### config.mk
export PLATFORM = sky130hd
export DESIGN_NAME = hall_comm_decoder
export DESIGN_NICKNAME = d
export VERILOG_FILES = /design/src/rtl/hall_comm_pkg.sv /design/src/rtl/hall_rst_sync.sv /design/src/rtl/hall_src_mux.sv /design/src/rtl/hall_comm_table.sv /design/src/rtl/hall_gate_ctrl.sv /design/src/rtl/hall_comm_decoder.sv
export SDC_FILE = /design/constraint.sdc
export NUM_CORES = 1
export LEC_CHECK = 0
export BUFFER_PORTS_ARGS = -buffer_cell sky130_fd_sc_hd__buf_4
export CAP_MARGIN = 5
export CORE_ASPECT_RATIO = 1.4
export CORE_MARGIN = 1.5
export CORE_UTILIZATION = 40
export CTS_BUF_LIST = sky130_fd_sc_hd__clkbuf_4 sky130_fd_sc_hd__clkbuf_8
export CTS_CLUSTER_DIAMETER = 200
export DETAILED_ROUTE_END_ITERATION = 8
export PLACE_DENSITY_LB_ADDON = 0.12
export SLEW_MARGIN = 20
export SYNTH_ARGS = -nofsm -noshare
export SYNTH_HDL_FRONTEND = slang
export SYNTH_SLANG_ARGS = --single-unit
### constraint.sdc
create_clock -name clk -period 2.2 [get_ports clk]
set_input_delay 0.44 -clock clk [delete_from_list [all_inputs] [get_ports clk]]
set_output_delay 0.44 -clock clk [all_outputs]
set_load 0.1 [all_outputs]
### src/rtl/hall_comm_pkg.sv
package hall_comm_pkg;
  localparam int HALL_W  = 3;
  localparam int PHASES  = 3;
  localparam int GATE_W  = 2 * PHASES;
  localparam int STEPS   = 6;
  localparam int ENTRIES = 2 * STEPS;
  localparam int ADDR_W  = $clog2(ENTRIES) + ((2 ** $clog2(ENTRIES)) == ENTRIES ? 1 : 0);

  typedef logic [GATE_W-1:0] gate_t;
  typedef logic [HALL_W-1:0] hall_t;
  typedef logic [ADDR_W-1:0] addr_t;

  // Brake pattern: for every phase pair {high, low}, low arm on, high arm off
  function automatic gate_t low_side_all();
    gate_t g;
    for (int p = 0; p < PHASES; p++) begin
      g[2*p+1] = 1'b0;
      g[2*p]   = 1'b1;
    end
    return g;
  endfunction
endpackage

### src/rtl/hall_rst_sync.sv
module hall_rst_sync #(
  parameter int STAGES = 2
) (
  input  logic clk,
  input  logic rst_n,
  output logic rst_sync_n
);
  logic [STAGES-1:0] chain_q;
  logic [STAGES-1:0] chain_d;

  generate
    if (STAGES == 1) begin : g_one
      always_comb chain_d = 1'b1;
    end else begin : g_many
      always_comb chain_d = {chain_q[STAGES-2:0], 1'b1};
    end
  endgenerate

  always_ff @(posedge clk or negedge rst_n) begin
    if (!rst_n) chain_q <= '0;
    else        chain_q <= chain_d;
  end

  assign rst_sync_n = chain_q[STAGES-1];
endmodule

### src/rtl/hall_src_mux.sv
module hall_src_mux
  import hall_comm_pkg::*;
(
  input  logic  src_sw,
  input  hall_t hall_hw,
  input  hall_t hall_sw,
  input  logic  dir_rev,
  output logic  code_ok,
  output addr_t rd_idx
);
  hall_t code;
  addr_t base;

  always_comb begin
    code    = src_sw ? hall_sw : hall_hw;
    code_ok = (code != '0) && (code != {HALL_W{1'b1}});
    base    = dir_rev ? addr_t'(STEPS) : '0;
    if (code_ok) rd_idx = base + addr_t'(code) - addr_t'(1);
    else         rd_idx = '0;
  end
endmodule

### src/rtl/hall_comm_table.sv
module hall_comm_table
  import hall_comm_pkg::*;
(
  input  logic  clk,
  input  logic  rst_n,
  input  logic  wr_en,
  input  addr_t wr_addr,
  input  gate_t wr_data,
  input  addr_t rd_addr,
  output gate_t rd_data
);
  logic [ENTRIES*GATE_W-1:0] tbl_flat;

  generate
    for (genvar e = 0; e < ENTRIES; e++) begin : g_ent
      logic  hit;
      gate_t ent_q;
      always_comb hit = wr_en && (wr_addr == addr_t'(e));
      always_ff @(posedge clk or negedge rst_n) begin
        if (!rst_n)   ent_q <= '0;
        else if (hit) ent_q <= wr_data;
      end
      assign tbl_flat[e*GATE_W +: GATE_W] = ent_q;
    end
  endgenerate

  always_comb begin
    if (int'(rd_addr) < ENTRIES) rd_data = tbl_flat[int'(rd_addr)*GATE_W +: GATE_W];
    else                         rd_data = '0;
  end
endmodule

### src/rtl/hall_gate_ctrl.sv
module hall_gate_ctrl
  import hall_comm_pkg::*;
(
  input  logic  clk,
  input  logic  rst_n,
  input  logic  dec_en,
  input  logic  protect,
  input  logic  coast,
  input  logic  brake,
  input  logic  code_ok,
  input  gate_t tbl_pat,
  input  logic  clr_err,
  output gate_t gate_q,
  output logic  err_q
);
  gate_t gate_d;
  logic  err_d;
  logic  live;

  always_comb begin
    live = dec_en && !protect;
    if (!live)         gate_d = '0;
    else if (coast)    gate_d = '0;
    else if (brake)    gate_d = low_side_all();
    else if (!code_ok) gate_d = '0;
    else               gate_d = tbl_pat;

    if (live && !code_ok) err_d = 1'b1;
    else if (clr_err)     err_d = 1'b0;
    else                  err_d = err_q;
  end

  always_ff @(posedge clk or negedge rst_n) begin
    if (!rst_n) begin
      gate_q <= '0;
      err_q  <= 1'b0;
    end else begin
      gate_q <= gate_d;
      err_q  <= err_d;
    end
  end
endmodule

### src/rtl/hall_comm_decoder.sv
module hall_comm_decoder
  import hall_comm_pkg::*;
#(
  parameter int RST_STAGES = 2
) (
  input  logic              clk,
  input  logic              rst_n,
  input  logic              dec_en,
  input  logic              protect,
  input  logic              src_sw,
  input  logic [HALL_W-1:0] hall_hw,
  input  logic [HALL_W-1:0] hall_sw,
  input  logic              dir_rev,
  input  logic              brake,
  input  logic              coast,
  input  logic              clr_err,
  input  logic              tbl_we,
  input  logic [ADDR_W-1:0] tbl_addr,
  input  logic [GATE_W-1:0] tbl_wdata,
  output logic [GATE_W-1:0] gate_en,
  output logic              hall_err
);
  logic  rst_sync_n;
  logic  code_ok;
  addr_t rd_idx;
  gate_t tbl_pat;

  hall_rst_sync #(.STAGES(RST_STAGES)) u_rst (
    .clk(clk), .rst_n(rst_n), .rst_sync_n(rst_sync_n)
  );

  hall_src_mux u_mux (
    .src_sw(src_sw), .hall_hw(hall_hw), .hall_sw(hall_sw),
    .dir_rev(dir_rev), .code_ok(code_ok), .rd_idx(rd_idx)
  );

  hall_comm_table u_tbl (
    .clk(clk), .rst_n(rst_sync_n), .wr_en(tbl_we), .wr_addr(tbl_addr),
    .wr_data(tbl_wdata), .rd_addr(rd_idx), .rd_data(tbl_pat)
  );

  hall_gate_ctrl u_ctrl (
    .clk(clk), .rst_n(rst_sync_n), .dec_en(dec_en), .protect(protect),
    .coast(coast), .brake(brake), .code_ok(code_ok), .tbl_pat(tbl_pat),
    .clr_err(clr_err), .gate_q(gate_en), .err_q(hall_err)
  );
endmodule

* Word level (Yosys, flattened, before mapping)
Cells that the tools add are included.
** Cells by class
- Add/subtract/negate cells :: 2
- Multiply operators :: 1
- $lt $le $gt $ge :: 1
- Eq/ne operators :: 12
- Shift operators :: 1
- Muxes and demuxes :: 10
- Reductions and logical operators :: 20
** Operators with widths (count)
- variable part select 72 x 32 -> 6 bit :: 1
- two-way mux 6 bit :: 5
- equality test 4 x 3 -> 1 bit, second input constant :: 4
- equality test 4 bit, second input constant :: 4
- logical AND 1 bit :: 15
- equality test 4 x 2 -> 1 bit, second input constant :: 2
- multiplier 4 x 2 -> 6 bit, second input constant :: 1
- two-way mux 3 bit :: 2
- adder 4 x 3 -> 4 bit :: 1
- equality test 4 x 1 -> 1 bit, second input constant :: 1
- logical NOT 4 bit :: 1
- less-than comparator 4 bit, second input constant :: 1
- two-way mux 4 bit :: 1
- subtractor 4 x 1 -> 4 bit, second input constant :: 1
- inequality test 3 bit, second input constant :: 1
- nonzero test 3 bit :: 1
- logical NOT 1 bit :: 2
- two-way mux 1 bit :: 2
- nonzero test 2 bit :: 1
** Storage, ports and cells
- Register bits :: 81
- Input port bits :: 26
- Word-level logic and storage cells :: 62

* Longest topological paths before layout
- Depth after elaboration :: 11
- Gate-level depth with buffers :: 15

* Cells and area by module
From an unflattened synthesis, not the netlist that was laid out.
** Unflattened totals
- Cell total of the unflattened synthesis :: 260
- Area total of the unflattened synthesis :: 3793.6 sq um
** Modules (own cells, without submodules)
- hall_comm_table :: times used 1, cells an instance 217, area an instance 3330.7 sq um
- hall_gate_ctrl :: times used 1, cells an instance 22, area an instance 259.0 sq um
- hall_src_mux :: times used 1, cells an instance 18, area an instance 150.1 sq um
- hall_rst_sync :: times used 1, cells an instance 3, area an instance 53.8 sq um

* Worst setup path after synthesis
No wires, ideal clock.
- Path type :: in2reg
- Start :: input src_sw
- End :: register u_ctrl.gate_q[1]
- Setup time :: 65 ps
- Arrival time :: 3250 ps
- Required time :: 2135 ps
- Slack :: -1116 ps
- Stages :: 15
- Path buffers :: 3
- Cell sequence :: buf_6 -> mux2_4 -> inv_4 -> ha_1 -> inv_1 -> ha_1 -> inv_1 -> fa_1 -> clkbuf_1 -> clkbuf_1 -> nand3_1 -> nor4_1 -> nand2_1 -> o22ai_1 -> a31o_1
** Between the ends
- Cells in the longest elaborated chain, start to end :: 11
** Ends and longest elaborated chain
- start, declared :: RTL line hall_comm_decoder.sv:10 : input logic src_sw,
- two-way mux 3 bit * :: RTL line hall_src_mux.sv:15 : code = src_sw ? hall_sw : hall_hw;
- adder 4 x 3 -> 4 bit, or another cell as far along :: RTL line hall_src_mux.sv:18 : if (code_ok) rd_idx = base + addr_t'(code) - addr_t'(1);
- subtractor 4 x 1 -> 4 bit or logical AND 1 bit (tied branches) :: RTL line hall_src_mux.sv:18, hall_src_mux.sv:16
- two-way mux 4 bit :: RTL line hall_src_mux.sv:18
- multiplier 4 x 2 -> 6 bit :: RTL line hall_comm_table.sv:28 : if (int'(rd_addr) < ENTRIES) rd_data = tbl_flat[int'(rd_addr)*GATE_W +: GATE_W];
- variable part select 72 x 32 -> 6 bit :: RTL line hall_comm_table.sv:28
- two-way mux 6 bit :: RTL line hall_comm_table.sv:28
- two-way mux 6 bit * :: RTL line hall_gate_ctrl.sv:25 : else if (!code_ok) gate_d = '0;
- two-way mux 6 bit * :: RTL line hall_gate_ctrl.sv:24 : else if (brake) gate_d = low_side_all();
- two-way mux 6 bit * :: RTL line hall_gate_ctrl.sv:23 : else if (coast) gate_d = '0;
- two-way mux 6 bit * :: RTL line hall_gate_ctrl.sv:22 : if (!live) gate_d = '0;
- via u_ctrl.gate_d[1] :: RTL line hall_gate_ctrl.sv:16 : gate_t gate_d;
- end signal, assigned :: RTL line hall_gate_ctrl.sv:38 : gate_q <= gate_d;
- end, declared :: RTL line hall_gate_ctrl.sv:13 : output gate_t gate_q,
The timed path passes the listed nets; every way through them passes the cells marked *.
A chain may end at the register's enable or synchronous reset.

* Final worst setup path
- Start :: input src_sw
- End :: register u_ctrl.gate_q[5]
Same word-level chain as after synthesis.

==> run summary <==
setup repair after global routing missed its margin: true
most used flip-flop cell after synthesis: sky130_fd_sc_hd__dfrtp_1
number of port buffers: 32
class of the worst hold path: in2reg
diode insertion count for antenna repair: 0
H-tree depth: 3
clock sink count: 81
final total negative setup slack: -2.637 ns
startpoint types: input port
remaining global-route overflow: 0
CTS tree: done
DR pass1 iterations: 4
clock group share of total power: 0.245
worst vdd ir: 0.3841 mV
compound-gate portion of the synthesized area: 0.1215
top-level port count: 33
width of the die: 89.18 um
final worst hold slack: 0.2419 ns
Worst Hold Depth: 2
result of the run: finished with violations
residual DRC count: 0
die outline area: 0.01103 mm2
global-route usage over all layers: 0.2302
slowest cell on the critical path: sky130_fd_sc_hd__fa_2
final clock period utilization by the worst path: 1.225
area delta synth->final: 28.40%
cell-by-cell trace of the critical path: buf_8 > mux2_4 > clkinv_4 > ha_4 > inv_2 > ha_4 > inv_2 > fa_2 > buf_12 > a21oi_4 > buf_12 > mux2_4 > nand2_2 > o2111ai_2 > a31o_1
multiplexer share of the synthesized area: 0.2280
count of distinct cell types in the synthesized netlist: 58
area share of fa/ha/maj cells after synthesis: 0.01384
Simple-Gate Fraction of Synth Area: 0.1137
Routed wire per std cell: 20.30 um
cells on worst reg2reg path: 4
post-detailed-route count of antenna-violating nets: 0
Cell Int Power: 3.147 mW
std cell rows: 43
hold violation total from the final report: 0
effective utilization at floorplan: 0.4156
highest-count cells in the layout ignoring fill and taps: sky130_fd_sc_hd__dfrtp_1, sky130_fd_sc_hd__buf_4, sky130_fd_sc_hd__mux2_2
count of flip-flops with a built-in enable after synthesis: 0
startpoint-to-endpoint class of the critical path: in2reg
syn_nets: 382
core region area: 0.01001 mm2
power per cell area: 858.2 mW/mm2
dpl cells: 548
total routed wirelength: 11,570 um
largest net degree at the start of global routing: 33
Period minus WS final: 2.695 ns
violations in the final reports: setup timing
layout cells sized above 1: 0.4966
final critical-path setup slack: -0.4953 ns
number of max-cap violations: 0
combinational cell fraction of total power: 0.320
initial antenna violation count: 0
number of CTS-inserted buffers: 9
Final Wtd Congestion: 0.8701
share of the synthesized netlist area taken by xor and xnor gates: 0.004212
Stages on worst setup path: 15
number of design-rule violations left by the first detailed-router iteration: 107
Max clock buf depth: 2
skew final: 0.01226 ns
synthesized cell area: 0.004159 mm2
largest stage delay on the critical path: 0.47 ns
number of endpoints failing setup at the final stage: 6
pre-CTS setup slack: -1.022 ns
global-route wire length before repair: 18,060 um
clock slew at reported path FFs: 0.09 ns
FFs w/ async S/R, synth: 1.000
Clk Tree Root Cell: sky130_fd_sc_hd__clkbuf_8
Ys Warns: 0
total net switching power: 1.436 mW
cell family with most CP delay: adder cells
Net Sw Frac: 0.3133
vias post-DR: 3,152
Arr. time, crit path: 2.95 ns
max-slew violations: 0
Max Fanout on Critical Path: 8
post-synthesis register bit count: 81
main combinational cell family by area after synthesis: multiplexers
insertion delay of the later-clocked pin in the worst-skew pair: 0.37 ns
via count of the first global-routing pass: 3,312
f_max: 0.3710 GHz
number of buffers and inverters on the critical path: 6
Post-Syn Area per Cell: 11.82 um2
Data required, critical path: 2.46 ns
category of the worst setup path capture point: flop
standby leakage power: 2.322 nW
Post-Syn Instances: 352
vertical die dimension: 123.7 um
final HPWL from detailed placement: 8424 um
leading cell type in the layout, fill and taps excluded: sky130_fd_sc_hd__dfrtp_1
sequential share of power: 0.436
filler instances: 917
fin cells: 570
proportion of synthesized chip area in sequential cells: 0.4874
final net count: 461
average via count per standard cell: 5.530
[cell usage after synthesis (2+ instances only)]
cell type                   count  area (um2)
sky130_fd_sc_hd__o22ai_1        6       37.54
sky130_fd_sc_hd__nor3_1        10       50.05
sky130_fd_sc_hd__or3_1          6       37.54
sky130_fd_sc_hd__o2111ai_1      6       52.55
sky130_fd_sc_hd__a21o_1         4       30.03
sky130_fd_sc_hd__dfrtp_1       81        2027
sky130_fd_sc_hd__nand2_1       16       60.06
sky130_fd_sc_hd__o21ai_0       15       75.07
sky130_fd_sc_hd__nor2_1        23       86.33
sky130_fd_sc_hd__a21oi_1        4       20.02
sky130_fd_sc_hd__o2bb2ai_1      2       17.52
sky130_fd_sc_hd__mux2i_1        4       40.04
sky130_fd_sc_hd__nor3b_1        2       15.01
sky130_fd_sc_hd__nand4_1        5       31.28
sky130_fd_sc_hd__buf_2          2       10.01
sky130_fd_sc_hd__mux2_2        76       855.8
sky130_fd_sc_hd__nor3_4         2       32.53
sky130_fd_sc_hd__a31o_2         3       26.28
sky130_fd_sc_hd__o32ai_1        2       17.52
sky130_fd_sc_hd__inv_1          7       26.28
sky130_fd_sc_hd__nand2b_1       4       25.02
sky130_fd_sc_hd__a221oi_1       7       61.31
sky130_fd_sc_hd__or4_1          2       15.01
sky130_fd_sc_hd__nand3_1        4       20.02
sky130_fd_sc_hd__a31o_1         2       17.52
sky130_fd_sc_hd__ha_1           3       37.54
sky130_fd_sc_hd__a211oi_1       3       22.52
sky130_fd_sc_hd__mux2_4         2       30.03
sky130_fd_sc_hd__nand3b_1       4       30.03
sky130_fd_sc_hd__clkbuf_1      16       60.06
sky130_fd_sc_hd__nor4_1         2       12.51
[kinds of logic (layout without fill, tap and decap cells)]
| group | Yosys count | in the layout |
|---|---|---|
| fa+ha+maj | 4 | 4 |
| mux | 83 | 83 |
| other cells | 1 | 1 |
| flops | 81 | 81 |
| compound gates | 65 | 65 |
| buf+inv | 29 | 112 |
| simple gates | 87 | 87 |
| xor+xnor | 2 | 2 |
[worst reg2reg max path, delay by kind of cell, from the launching register on]
family,cells,cell delay [ns]
compound gates,3,0.94
flops,1,0.41
simple gates,1,0.13
[through the flow]
stage                 util  power (mW)  instance area (um2)
global route        0.5336       4.829                 5340
global placement    0.4959       3.285                 4962
floorplan                -       2.844                 4258
detailed placement  0.4959       3.317                 4962
CTS                 0.5294       4.566                 5298
finish              0.5336       4.583                 5340
[per-layer routing]
layer  track usage  wire [um]  vias up
li1              -          -     1469
met1        0.2820       4935     1605
met2        0.3811       5869       54
met3       0.04506        347       24
met4        0.1183        420        0
met5             0          0        -
[sequential cells by signal, summed over array words and instances, names as in the netlist]
name and count:
u_tbl.g_ent.ent_q 72, u_ctrl.gate_q 6, u_rst.chain_q 2, u_ctrl.err_q 1
[timing repair]
item	4_1_cts	5_1_grt
hold endpoints to repair	2	0
hold buffers	1	0
gates resized for setup	13	11
gates cloned	1	0
pin swaps	6	5
buffers inserted	5	0
setup endpoints to repair	6	6
[cell type report]
type,instances,area (um2),share of cell area
multi-input cells,242,2151,0.4028
well taps,135,168.9,0.03163
flip-flops and latches,81,2031,0.3803
repair buffers,87,745.7,0.1396
clock buffers,11,145.1,0.02718
inverters,10,47.55,0.008903
clock inverters,4,51.30,0.009606
[worst paths after layout]
kind                                    startpoint                       to  slack [ns]
max                                         src_sw         u_ctrl.gate_q[5]       -0.50
min                                        clr_err             u_ctrl.err_q        0.24
max reg2reg                u_tbl.g_ent[2].ent_q[4]         u_ctrl.gate_q[4]        0.61
min reg2reg                       u_rst.chain_q[1]  u_tbl.g_ent[4].ent_q[3]        0.28
max in group asynchronous         u_rst.chain_q[1]         u_ctrl.gate_q[4]        1.32
min in group asynchronous         u_rst.chain_q[1]  u_tbl.g_ent[4].ent_q[3]        0.28
[power by group through the flow]
stage               sequential (mW)  clock [mW]  combinational, mW
finish                         2.00        1.12               1.46
global route                   2.04        1.22               1.58
CTS                            2.00        1.14               1.43
detailed placement             2.03           0               1.29
global placement               2.02           0               1.27
floorplan                      2.02           0              0.825
Note: power is estimated with default switching activity, not from simulation.
